==> src/rtl/hbridge_gate_pkg.sv <==
package hbridge_gate_pkg;
   localparam int unsigned NUM_LEGS = 2;
   localparam int unsigned LEG_A    = 0;
   localparam int unsigned LEG_B    = 1;

   typedef struct packed {
      logic hi;
      logic lo;
   } leg_cmd_t;

   function automatic int unsigned sat_max(input int unsigned w);
      return (1 << w) - 1;
   endfunction
endpackage

==> src/rtl/hb_cmd_decode.sv <==
module hb_cmd_decode
   import hbridge_gate_pkg::*;
(
   input  logic                hi_pwm,
   input  logic                lo_pwm,
   input  logic                dir,
   input  logic                sync_en,
   input  logic                pump_ready,
   input  logic [NUM_LEGS-1:0] inhibit_hi,
   input  logic [NUM_LEGS-1:0] inhibit_lo,
   output leg_cmd_t            want [NUM_LEGS]
);
   for (genvar k = 0; k < NUM_LEGS; k++) begin : g_leg
      // the source leg takes the high-side drive for the chosen direction
      logic is_src;
      logic raw_hi;
      logic raw_lo;
      assign is_src = (k == LEG_A) ? dir : ~dir;
      always_comb begin
         if (is_src) begin
            raw_hi = hi_pwm;
            raw_lo = sync_en & ~hi_pwm;
         end else begin
            raw_hi = sync_en & ~lo_pwm;
            raw_lo = lo_pwm;
         end
         want[k].hi = raw_hi & pump_ready & ~inhibit_hi[k];
         want[k].lo = raw_lo & pump_ready & ~inhibit_lo[k];
      end
   end
endmodule

==> src/rtl/hb_dead_sel.sv <==
module hb_dead_sel #(
   parameter int unsigned DEAD_W       = 10,
   parameter int unsigned DEFAULT_DEAD = 600,
   parameter bit          ONES_DEFAULT = 1'b1
) (
   input  logic [DEAD_W-1:0] dead_cfg,
   output logic [DEAD_W-1:0] dead_eff
);
   localparam logic [DEAD_W-1:0] DEF_V = DEAD_W'(DEFAULT_DEAD);

   if (ONES_DEFAULT) begin : g_map_ones
      always_comb begin
         if (&dead_cfg) dead_eff = DEF_V;
         else           dead_eff = dead_cfg;
      end
   end else begin : g_literal
      assign dead_eff = dead_cfg;
   end
endmodule

==> src/rtl/hb_dead_leg.sv <==
module hb_dead_leg
   import hbridge_gate_pkg::*;
#(
   parameter int unsigned DEAD_W = 10
) (
   input  logic              clk,
   input  logic              rst_n,
   input  leg_cmd_t          want,
   input  logic [DEAD_W-1:0] dead_eff,
   output logic              gate_hi,
   output logic              gate_lo
);
   localparam logic [DEAD_W-1:0] CMAX = DEAD_W'(sat_max(DEAD_W));

   // index 0 = high side, 1 = low side
   logic [1:0]        out_q;
   logic [1:0]        out_d;
   logic [1:0]        req;
   logic [DEAD_W-1:0] off_cnt [2];

   assign req = {want.lo, want.hi};

   for (genvar s = 0; s < 2; s++) begin : g_side
      localparam int C = 1 - s;
      logic comp_clear;
      assign comp_clear = ~out_q[C] & (off_cnt[C] >= dead_eff);
      assign out_d[s]   = req[s] & ~req[C] & comp_clear;

      always_ff @(posedge clk or negedge rst_n) begin
         if (!rst_n)              off_cnt[s] <= CMAX;
         else if (out_d[s])       off_cnt[s] <= '0;
         else if (off_cnt[s] != CMAX) off_cnt[s] <= off_cnt[s] + 1'b1;
      end
   end

   always_ff @(posedge clk or negedge rst_n) begin
      if (!rst_n) out_q <= 2'b00;
      else        out_q <= out_d;
   end

   assign gate_hi = out_q[0];
   assign gate_lo = out_q[1];
endmodule

==> src/rtl/hbridge_gate_ctrl.sv <==
module hbridge_gate_ctrl
   import hbridge_gate_pkg::*;
#(
   parameter int unsigned DEAD_W          = 10,
   parameter int unsigned CLK_MHZ         = 100,
   parameter int unsigned DEFAULT_DEAD_US = 6,
   parameter bit          ONES_DEFAULT    = 1'b1
) (
   input  logic              clk,
   input  logic              rst_n,
   input  logic              hi_pwm,
   input  logic              lo_pwm,
   input  logic              dir,
   input  logic              sync_en,
   input  logic              pump_ready,
   input  logic [1:0]        inhibit_hi,
   input  logic [1:0]        inhibit_lo,
   input  logic [DEAD_W-1:0] dead_cfg,
   output logic [1:0]        gate_hi,
   output logic [1:0]        gate_lo
);
   localparam int unsigned DEFAULT_DEAD = CLK_MHZ * DEFAULT_DEAD_US;

   if (DEAD_W < 2 || DEAD_W > 16) begin : g_bad_w
      $error("hbridge_gate_ctrl: DEAD_W out of range");
   end
   if (DEFAULT_DEAD >= sat_max(DEAD_W)) begin : g_bad_def
      $error("hbridge_gate_ctrl: default dead time does not fit DEAD_W");
   end
   if (NUM_LEGS != 2) begin : g_bad_legs
      $error("hbridge_gate_ctrl: full bridge needs two legs");
   end

   leg_cmd_t          want [NUM_LEGS];
   logic [DEAD_W-1:0] dead_eff;

   hb_cmd_decode u_dec (
      .hi_pwm     (hi_pwm),
      .lo_pwm     (lo_pwm),
      .dir        (dir),
      .sync_en    (sync_en),
      .pump_ready (pump_ready),
      .inhibit_hi (inhibit_hi),
      .inhibit_lo (inhibit_lo),
      .want       (want)
   );

   hb_dead_sel #(
      .DEAD_W       (DEAD_W),
      .DEFAULT_DEAD (DEFAULT_DEAD),
      .ONES_DEFAULT (ONES_DEFAULT)
   ) u_sel (
      .dead_cfg (dead_cfg),
      .dead_eff (dead_eff)
   );

   for (genvar k = 0; k < NUM_LEGS; k++) begin : g_leg
      hb_dead_leg #(.DEAD_W(DEAD_W)) u_leg (
         .clk      (clk),
         .rst_n    (rst_n),
         .want     (want[k]),
         .dead_eff (dead_eff),
         .gate_hi  (gate_hi[k]),
         .gate_lo  (gate_lo[k])
      );
   end
endmodule

==> config.mk <==
export PLATFORM = sky130hd
export DESIGN_NAME = hbridge_gate_ctrl
export DESIGN_NICKNAME = d
export VERILOG_FILES = /design/src/rtl/hbridge_gate_pkg.sv /design/src/rtl/hb_cmd_decode.sv /design/src/rtl/hb_dead_sel.sv /design/src/rtl/hb_dead_leg.sv /design/src/rtl/hbridge_gate_ctrl.sv
export SDC_FILE = /design/constraint.sdc
export NUM_CORES = 1
export LEC_CHECK = 0
export CAP_MARGIN = 20
export CORE_ASPECT_RATIO = 0.7
export CORE_MARGIN = 4
export CORE_UTILIZATION = 45
export CTS_CLUSTER_DIAMETER = 120
export DETAILED_ROUTE_END_ITERATION = 7
export GPL_TIMING_DRIVEN = 0
export PLACE_DENSITY_LB_ADDON = 0.05
export SYNTH_ARGS = -nofsm -noshare
export SYNTH_HDL_FRONTEND = slang
export SYNTH_HIERARCHICAL = 1
export SYNTH_SLANG_ARGS = --single-unit
export TNS_END_PERCENT = 30
==> constraint.sdc <==
create_clock -name clk -period 4.36 [get_ports clk]
set_clock_uncertainty 0.1 [all_clocks]
set_input_delay 1.308 -clock clk [delete_from_list [all_inputs] [get_ports clk]]
set_output_delay 1.308 -clock clk [all_outputs]
set_load 0.02 [all_outputs]
==> metrics.md, run 1 <==
| Metric | Value |
|---|---|
| Status | complete, no violations |
| CP required | between 4 and 5 ns |
| Buffer count from post-CTS setup fixing | 0 |
| Most frequent cells in the layout | 44 x ha_1, 43 x a21oi_1, 40 x dfstp_2 |
| WL final | roughly 9000 um |
| Clk pwr share | a little over an eighth |
| Hold Fails Final Rpt | 0 |
| Switch share | 42.8% |
| Sequential standard cell area | 0.00115 mm^2 |
| Register share of total power | 39.2% |
| Grt ovf | 0 |
| EDFF count, synth | 0 |
| Power Dens Cells | between 600 and 700 mW/mm^2 |
| Die Y | roughly 83 um |
| Filler-free cell count of the finished design | approximately 530 |
| Skew-Pair Late Insertion Delay | 0.29 ns |
| Initial drt markers | 178 |
| LEAKAGE | 1.86 nW |
| Final setup violation count | 0 |
| Slew @ Worst Pin | 0.558 ns |
| Number of port buffers | 24 |
| Total power | 2.76 mW |
| Final Cycle Share | 90.6% |
| Mapped Avg Cell Area | 9.11 um^2 |
| Hold-fix buffers, CTS | 0 |
| Yosys top cell area share | 28.8% |
| Die area | between 0.009 and 0.01 mm^2 |
| Area contributors post-synth | dfstp_2 29%, ha_1 15%, a21oi_1 5.9% |
| Via-to-Cell Ratio | 5.85 |
| Final setup TNS | 0 ns |
| Worst vdd ir | 0.332 mV |
| Pin count of the biggest net entering global routing | 24 |
| FILL cells | 740 |
| Worst-path fanout max | 10 |
| Gate count after technology mapping | 400 |
| Share of flip-flops with an asynchronous set or reset | 100% |
| CTS Buffer Depth | 2 |
| Area grow syn2layout | 14.7% |
| CTS tree | yes |
| Number of placed I/O pins | 25 |
| Net switching power | roughly 1.2 mW |
| CP endpoint kind | flip-flop |
| Yosys reg bits | 44 |
| Antenna Cells | 0 |
| GP Congestion | 0.902 |
| Worst Setup Start Kind | input port |
| CTS Root Cell | clkbuf_16 |
| Top_reg_cell synth | dfstp_2 |
| Internal | 1.58 mW |
| Synth area leader | dfstp_2 |
| Antenna Nets Post-Route | 0 |
| CTS Buf Count | 5 |
| Unrepaired setup endpoints after global routing | no |
| Nets | just under 500 |
| Syn nets | 465 |
| Setup CP Type | input port to flip-flop |
| Post-placement cell count | between 500 and 600 |
| Worst slew margin | between 60% and 70% |
| Htree depth | 2 |
| First-pass GRT wire length | ~15000 um |
| Crit path DAT | 4.03 ns |
| Slew Limit Fails | 0 |
| DRC viols | 0 |
| GRT Total Usage | 19.2% |
| WL per Instance | 16.6 um |
| Drt pass-1 iters | 4 |
| Clk slew on worst S/H paths | 0.06 ns |
| Hold Crit Class | flip-flop to flip-flop |
| Area of the multi-input gates | 0.00225 mm^2 |
| Clk sink count | 44 |
| Fmax | 253 MHz |
| Warnings from Yosys | 6 |
| Via count | ~3100 |
| Cell Area, Synth | ~0.0036 mm^2 |
| Effective utilization at floorplan | 46.3% |
| Most common cell after layout, fill and taps aside | ha_1 |
| Layout cell share with drive strength beyond 1 | 18.7% |
| Synth unique cells | 50 |
| Chip Width | 116 um |
| Vias in the first global route | 2893 |
| Core ar. | slightly below 0.008 mm^2 |
| Post-CTS sizing | 0 |
| Rows | 27 |
| Max cap viols | 0 |
| HPWL Detailed | 6940 um |
| Comb pwr share | 47.1% |
| Min Tclk post-route | 3.95 ns |
| Share of the yosys chip area belonging to registers | 31.6% |
| Antenna violations before repair | 0 |
[power groups by stage]
stage / combinational, mW / clock [mW] / sequential (mW)
6_report: 1.30 / 0.379 / 1.08
5_1_grt: 1.50 / 0.410 / 1.13
4_1_cts: 1.31 / 0.395 / 1.08
3_5_place_dp: 1.30 / 0 / 1.08
3_3_place_gp: 1.26 / 0 / 1.08
2_1_floorplan: 1.05 / 0 / 0.965
[logic make-up (layout without fill, tap and decap cells)]
logic type                 count (synthesis)  in the layout  synth area share [%]
AOI/OAI and AO/OA                        119            119                  23.1
xor gates and xnor gates                   7              7                  1.68
adders and majority gates                 44             44                  15.1
buffers and inverters                     56             89                  6.66
DFF                                       44             44                  31.6
muxes                                      9              9                  2.47
and+or+nand+nor                          121            121                  19.4
[critical path, cell delays in order]
cell and delay (ns):
clkdlybuf4s50_1 0.44, and4_1 0.23, clkbuf_2 0.16, a31oi_1 0.46, ha_1 0.32, nand2b_1 0.14, a21oi_1 0.16, o211ai_1 0.18
clkbuf_1 0.28, a221oi_1 0.35
[path summary, 6_finish.rpt]
kind	startpoint	endpoint	slack, ns	depth (start not counted)
min in group asynchronous	rst_n	g_leg[1].u_leg/out_q[0]	0.92	1
worst min-delay path	g_leg[1].u_leg/off_cnt[18]	g_leg[1].u_leg/off_cnt[18]	0.44	2
max in group asynchronous	rst_n	g_leg[0].u_leg/off_cnt[5]	2.67	2
worst max register to register	g_leg[0].u_leg/off_cnt[10]	g_leg[0].u_leg/off_cnt[8]	2.13	7
worst min register to register	g_leg[1].u_leg/off_cnt[18]	g_leg[1].u_leg/off_cnt[18]	0.44	2
worst max-delay path	dead_cfg[2]	g_leg[0].u_leg/off_cnt[8]	0.41	10
[state kept, by name, summed over array words and instances (netlist names)]
signal and cells:
g_leg.u_leg/off_cnt 40, g_leg.u_leg/out_q 4
[per-stage QoR]
stage	utilization, %	worst slack, ns	instance area [um^2]	hold slack, ns
final	53.1	0.409	4180	0.440
after global routing	53.1	0.267	4180	0.472
after CTS	53.1	0.411	4180	0.439
after detailed placement	51.2	0.129	4030	0.430
after global placement	50.9	0.152	4010	0.422
after floorplan	-	1.13	3640	0.398
[metal layers]
layer  share of wire, %  vias to the layer above  track usage (%)  routed length [um]
met5                  0                        -                0                   0
met4                1.1                        0             4.16                  99
met3                4.6                        6             3.93                 410
met2                 41                       59             26.6                3640
met1                 53                     1489             30.1                4690
li1                   -                     1571                -                   -
[cell usage after synthesis, types with 8 or more instances]
library cell,count
nand2_1,21
o21ai_0,10
mux2i_1,9
nand3_1,15
nand4_1,11
and3_1,9
ha_1,44
nand2b_1,11
nor2_1,18
dfstp_2,40
a221oi_2,8
a31oi_1,22
inv_1,37
clkbuf_1,8
a21oi_1,43
[cell type report]
class / count / share of cell area, %
Buffer: 19 / 2.49
Clock buffer: 8 / 3.50
Inverter: 37 / 3.32
Multi-Input combinational cell: 300 / 53.8
Sequential cell: 44 / 27.5
Tap cell: 101 / 3.02
Timing Repair Buffer: 25 / 6.29
Note: power is estimated with default switching activity, not from simulation.
==> inputs of run 2 (changes only) <==
- GPL_TIMING_DRIVEN: 0 -> not set
==> metrics.md, run 2 (synthesis gave the netlist of run 1 again) <==
| Metric | Value |
|---|---|
| Hold-fix buffers, CTS | 0 |
| WL final | 8850 um |
| Critical path startpoint | dead_cfg[3] |
| Core ar. | 0.00787 mm^2 |
| Fmax | 272 MHz |
| Via-to-Cell Ratio | 5.85 |
| Min-delay src | g_leg[1].u_leg/off_cnt[18] |
| Crit path max-delay cell type | a31oi_1 |
| Reg with most FFs | g_leg.u_leg/off_cnt |
| Crit path buf inv count | 1 |
| GR met1 Demand/Resource | 31.8% |
| CP required | 4.45 ns |
| Max FFs per register | 40 |
| Skew-Pair Late Insertion Delay | 0.29 ns |
| Worst vdd ir | 0.347 mV |
| CP cell instances | clkdlybuf4s50_1 > and4_1 > a31oi_1 > ha_1 > nand2b_1 > a21oi_1 > o221ai_2 > a221oi_1 |
| Global routing's busiest layer | met1 |
| Htree depth | 2 |
| Max cap viols | 0 |
| Pin count of the biggest net entering global routing | 25 |
| Post-placement cell count | ~500 |
| Crit path DAT | ~3.8 ns |
| Largest registers | g_leg.u_leg/off_cnt: 40 flops, g_leg.u_leg/out_q: 4 flops |
| Worst Hold End | g_leg[1].u_leg/off_cnt[18] |
| Worst-path fanout max | 11 |
| Most common cell after layout, fill and taps aside | ha_1 |
| LEAKAGE | 1.79 nW |
| Clk slew on worst S/H paths | 0.06 ns |
| Area of the multi-input gates | 0.00225 mm^2 |
| M3 GR Usage | 3.86% |
| Worst hold path stage count | 2 |
| Area grow syn2layout | 11.7% |
| Worst path top cell family by delay | compound AO/OA/AOI/OAI gates |
| Rows | 27 |
| Post-Place Setup Slack | 0.405 ns |
| Power Dens Cells | 668 mW/mm^2 |
| First-pass GRT wire length | between 15000 and 20000 um |
| Min Tclk post-route | 3.68 ns |
| Worst Setup Start Kind | input port |
| CTS Root Cell | clkbuf_16 |
| Final setup violation count | 0 |
| Worst flop-to-flop path startpoint | g_leg[1].u_leg/off_cnt[19] |
| Routing usage on met2 | 25.6% |
| Number of port buffers | 24 |
| Vias in the first global route | 2901 |
| Layout cell share with drive strength beyond 1 | 17.3% |
| WL per Instance | 17.1 um |
| Initial drt markers | 247 |
| R2r worst-path depth | 5 |
| Unrepaired setup endpoints after global routing | no |
| Die Y | 83.3 um |
| Reg-to-reg setup timing slack | 2.20 ns |
| Final Cycle Share | 84.3% |
| Filler-free cell count of the finished design | 517 |
| GP Congestion | 0.856 |
| Setup CP Type | input port to flip-flop |
| Grt ovf | 0 |
| Antenna Cells | 0 |
| GRT Total Usage | 19.4% |
| Number of placed I/O pins | 25 |
| Status | complete, no violations |
| CTS Buf Count | 5 |
| Final setup TNS | 0 ns |
| Max incr delay on CP | around 0.45 ns |
| Nets | 480 |
| HPWL Detailed | about 6700 um |
| Hold Fails Final Rpt | 0 |
| Chip Width | roughly 120 um |
| FILL cells | 730 |
| Slew @ Worst Pin | 0.703 ns |
| CTS Buffer Depth | 2 |
| CTS tree | yes |
| Worst r2r dst | g_leg[1].u_leg/off_cnt[7] |
| Setup ws final | 0.684 ns |
| Die area | 0.00962 mm^2 |
| DRC viols | 0 |
| Antenna Nets Post-Route | 0 |
| Effective utilization at floorplan | between 40 and 50% |
| Post-CTS sizing | 0 |
| Most frequent cells in the layout | 44 x ha_1, 43 x a21oi_1, 40 x dfstp_2 |
| Worst slew margin | 53.1% |
| Placed Instance Area | 0.00392 mm^2 |
| Design area | slightly above 0.004 mm^2 |
| Via count | 3025 |
| Sequential standard cell area | 0.00115 mm^2 |
| Drt pass-1 iters | 5 |
| Buffer count from post-CTS setup fixing | 0 |
| Total power | 2.72 mW |
| Hold Crit Class | flip-flop to flip-flop |
| Slew Limit Fails | 0 |
| Clk sink count | 44 |
| CP endpoint kind | flip-flop |
| Antenna violations before repair | 0 |
## run 2: final cells by class
class / count / share of cell area (%)
Timing Repair Buffer: 27 / 6.33
Inverter: 37 / 3.41
Tap cell: 101 / 3.10
Multi-Input combinational cell: 300 / 55.3
Sequential cell: 44 / 28.3
Clock buffer: 8 / 3.60
## run 2: stage by stage
| step | util [%] | hold WS, ns |
|---|---|---|
| floorplan | - | 0.398 |
| global placement | 49.8 | 0.420 |
| detailed placement | 49.8 | 0.428 |
| CTS | 51.7 | 0.437 |
| global route | 51.7 | 0.459 |
| finish | 51.7 | 0.434 |
## run 2: how the worst max path moves through the flow
stage / endpoint / cells past startpoint
floorplan: g_leg[0].u_leg/off_cnt[4] / 9
global placement: g_leg[1].u_leg/off_cnt[7] / 8
detailed placement: g_leg[1].u_leg/off_cnt[7] / 8
CTS: g_leg[0].u_leg/off_cnt[14] / 8
global route: g_leg[1].u_leg/off_cnt[7] / 8
finish: g_leg[1].u_leg/off_cnt[7] / 8
## run 2: where the power goes
part	switching [mW]	leakage, nW	internal, mW
registers	0.360	0.476	0.759
clock network	0.156	0.0712	0.229
logic	0.668	1.25	0.546
total	1.18	1.79	1.53
## run 2: tightest hold or removal path: stages (launching register included)
cell      delay (ns)
dfstp_2         0.39
inv_1           0.08
a221oi_2        0.06
## run 2: layer usage
metal,up-vias,part of all wire (%)
met5,-,0
met4,0,0.80
met3,8,4.8
met2,63,40
met1,1429,55
li1,1525,-
==> inputs of run 3 (changes only) <==
- clock period: 4.36 -> 3.1 ns (I/O delays scaled with it)
==> metrics.md, run 3 (synthesis gave the netlist of run 1 again) <==
| Metric | Value |
|---|---|
| Worst path top cell family by delay | compound AO/OA/AOI/OAI gates |
| Post-placement cell count | 544 |
| Crit path DAT | 3.03 ns |
| GRT Total Usage | 21.5% |
| GR met1 Demand/Resource | approximately 33% |
| Power Dens Cells | 924 mW/mm^2 |
| CP endpoint kind | flip-flop |
| CTS Buf Count | 5 |
| Rows | 27 |
| Hold Fails Final Rpt | 0 |
| LEAKAGE | 2.11 nW |
| Via count | 3272 |
| Initial drt markers | 270 |
| Htree depth | 2 |
| CTS tree | yes |
| WL final | 9870 um |
| Pin count of the biggest net entering global routing | 32 |
| DRC viols | 0 |
| CP cell instances | dlygate4sd2_1 > and4_4 > a31oi_4 > buf_4 > inv_1 > ha_1 > a211o_1 > a31oi_2 > o221ai_2 > buf_6 > a221oi_2 |
| Final setup violation count | 0 |
| Fmax | 341 MHz |
| Max cap viols | 0 |
| Layout Utilization | approximately 59% |
| CTS Buffer Depth | 2 |
| Clk slew on worst S/H paths | around 0.060 ns |
| Setup ws final | between 0.15 and 0.2 ns |
| Chip Width | 116 um |
| Area grow syn2layout | 27.7% |
| M3 GR Usage | 4.22% |
| Final setup TNS | 0 ns |
| GP Congestion | 0.899 |
| Via-to-Cell Ratio | 5.83 |
| Most frequent cells in the layout | 42 x ha_1, 42 x buf_4, 40 x a21oi_1, 40 x dfstp_2, 32 x inv_1 |
| CTS Root Cell | clkbuf_16 |
| Worst-path fanout max | 8 |
| Max incr delay on CP | between 0.2 and 0.3 ns |
| Final Cycle Share | a little over nine tenths |
| Die area | 0.00962 mm^2 |
| HPWL Detailed | 7260 um |
| Setup CP Type | input port to flip-flop |
| Hold Crit Class | flip-flop to flip-flop |
| Unrepaired setup endpoints after global routing | no |
| Final hold slack | about 0.44 ns |
| Clk sink count | 44 |
| Antenna violations before repair | 2 |
| Max FFs per register | 40 |
| Placed Instance Area | 0.00420 mm^2 |
| Post-Place Setup Slack | -0.626 ns |
| Vias in the first global route | about 3200 |
| Reg with most FFs | g_leg.u_leg/off_cnt |
| Design area | 0.00465 mm^2 |
| Die Y | 83.3 um |
| Antenna Nets Post-Route | 0 |
| Largest registers | g_leg.u_leg/off_cnt: 40 flops, g_leg.u_leg/out_q: 4 flops |
| Effective utilization at floorplan | 46.3% |
| Worst Setup Start Kind | input port |
| Filler-free cell count of the finished design | 561 |
| Layout cell share with drive strength beyond 1 | 31.4% |
| Number of port buffers | 24 |
| Status | complete, no violations |
| Crit path buf inv count | 4 |
| Skew-Pair Late Insertion Delay | 0.29 ns |
| First-pass GRT wire length | 16500 um |
| Number of placed I/O pins | 25 |
| Worst slew margin | 50.4% |
| Crit path max-delay cell type | a211o_1 |
| Global routing's busiest layer | met1 |
| Nets | 523 |
| WL per Instance | roughly 18 um |
| Total power | 4.30 mW |
| Min Tclk post-route | 2.93 ns |
| Slew @ Worst Pin | about 0.74 ns |
| CP required | 3.20 ns |
| Grt ovf | 0 |
| Routing usage on met2 | between 30 and 40% |
| Slew Limit Fails | 0 |
| Drt pass-1 iters | 4 |
| Worst vdd ir | 0.477 mV |
| Core ar. | a little under 0.008 mm^2 |
## run 3: layout make-up
type	instances	area (um^2)
fillers	712	3220
multi-input cells	301	2470
flip-flops and latches	44	1150
repair buffers	69	614
clock buffers	8	146
inverters	37	139
well taps	101	126
diodes	1	2.50
## run 3: what timing repair did
item                       in CTS  in global routing
setup endpoints to repair      44                 37
resized for setup              39                 17
pin swaps                       8                 11
cloned                          1                  0
hold buffers                    0                  0
setup buffers                   2                  5
## run 3: worst paths after layout
path	start	endpoint	slack [ns]	depth (start not counted)
worst max-delay path	dead_cfg[4]	g_leg[1].u_leg/off_cnt[5]	0.17	11
worst min-delay path	g_leg[1].u_leg/off_cnt[18]	g_leg[1].u_leg/off_cnt[18]	0.44	2
worst max register to register	g_leg[1].u_leg/off_cnt[19]	g_leg[1].u_leg/off_cnt[5]	1.04	6
worst min register to register	g_leg[1].u_leg/off_cnt[18]	g_leg[1].u_leg/off_cnt[18]	0.44	2
max in group asynchronous	rst_n	g_leg[0].u_leg/off_cnt[15]	1.68	2
min in group asynchronous	rst_n	g_leg[0].u_leg/out_q[1]	0.61	1
## run 3: routing by layer
layer  vias up  share of wire (%)
met2        69                 42
met3        11                5.1
met5         -               0.13
met1      1568                 52
met4         2                1.1
li1       1622                  -
## run 3: tightest hold or removal path, stage by stage (launching register included)
cell and delay [ns]:
dfstp_2 0.39, inv_1 0.08, a221oi_2 0.06
## run 3: power breakdown
group          leakage, nW  total (mW)  internal (mW)  switching [mW]
logic                 1.56        2.16           1.03            1.13
registers            0.476        1.60           1.07           0.531
clock network       0.0712       0.535          0.322           0.213
total                 2.11        4.30           2.42            1.88
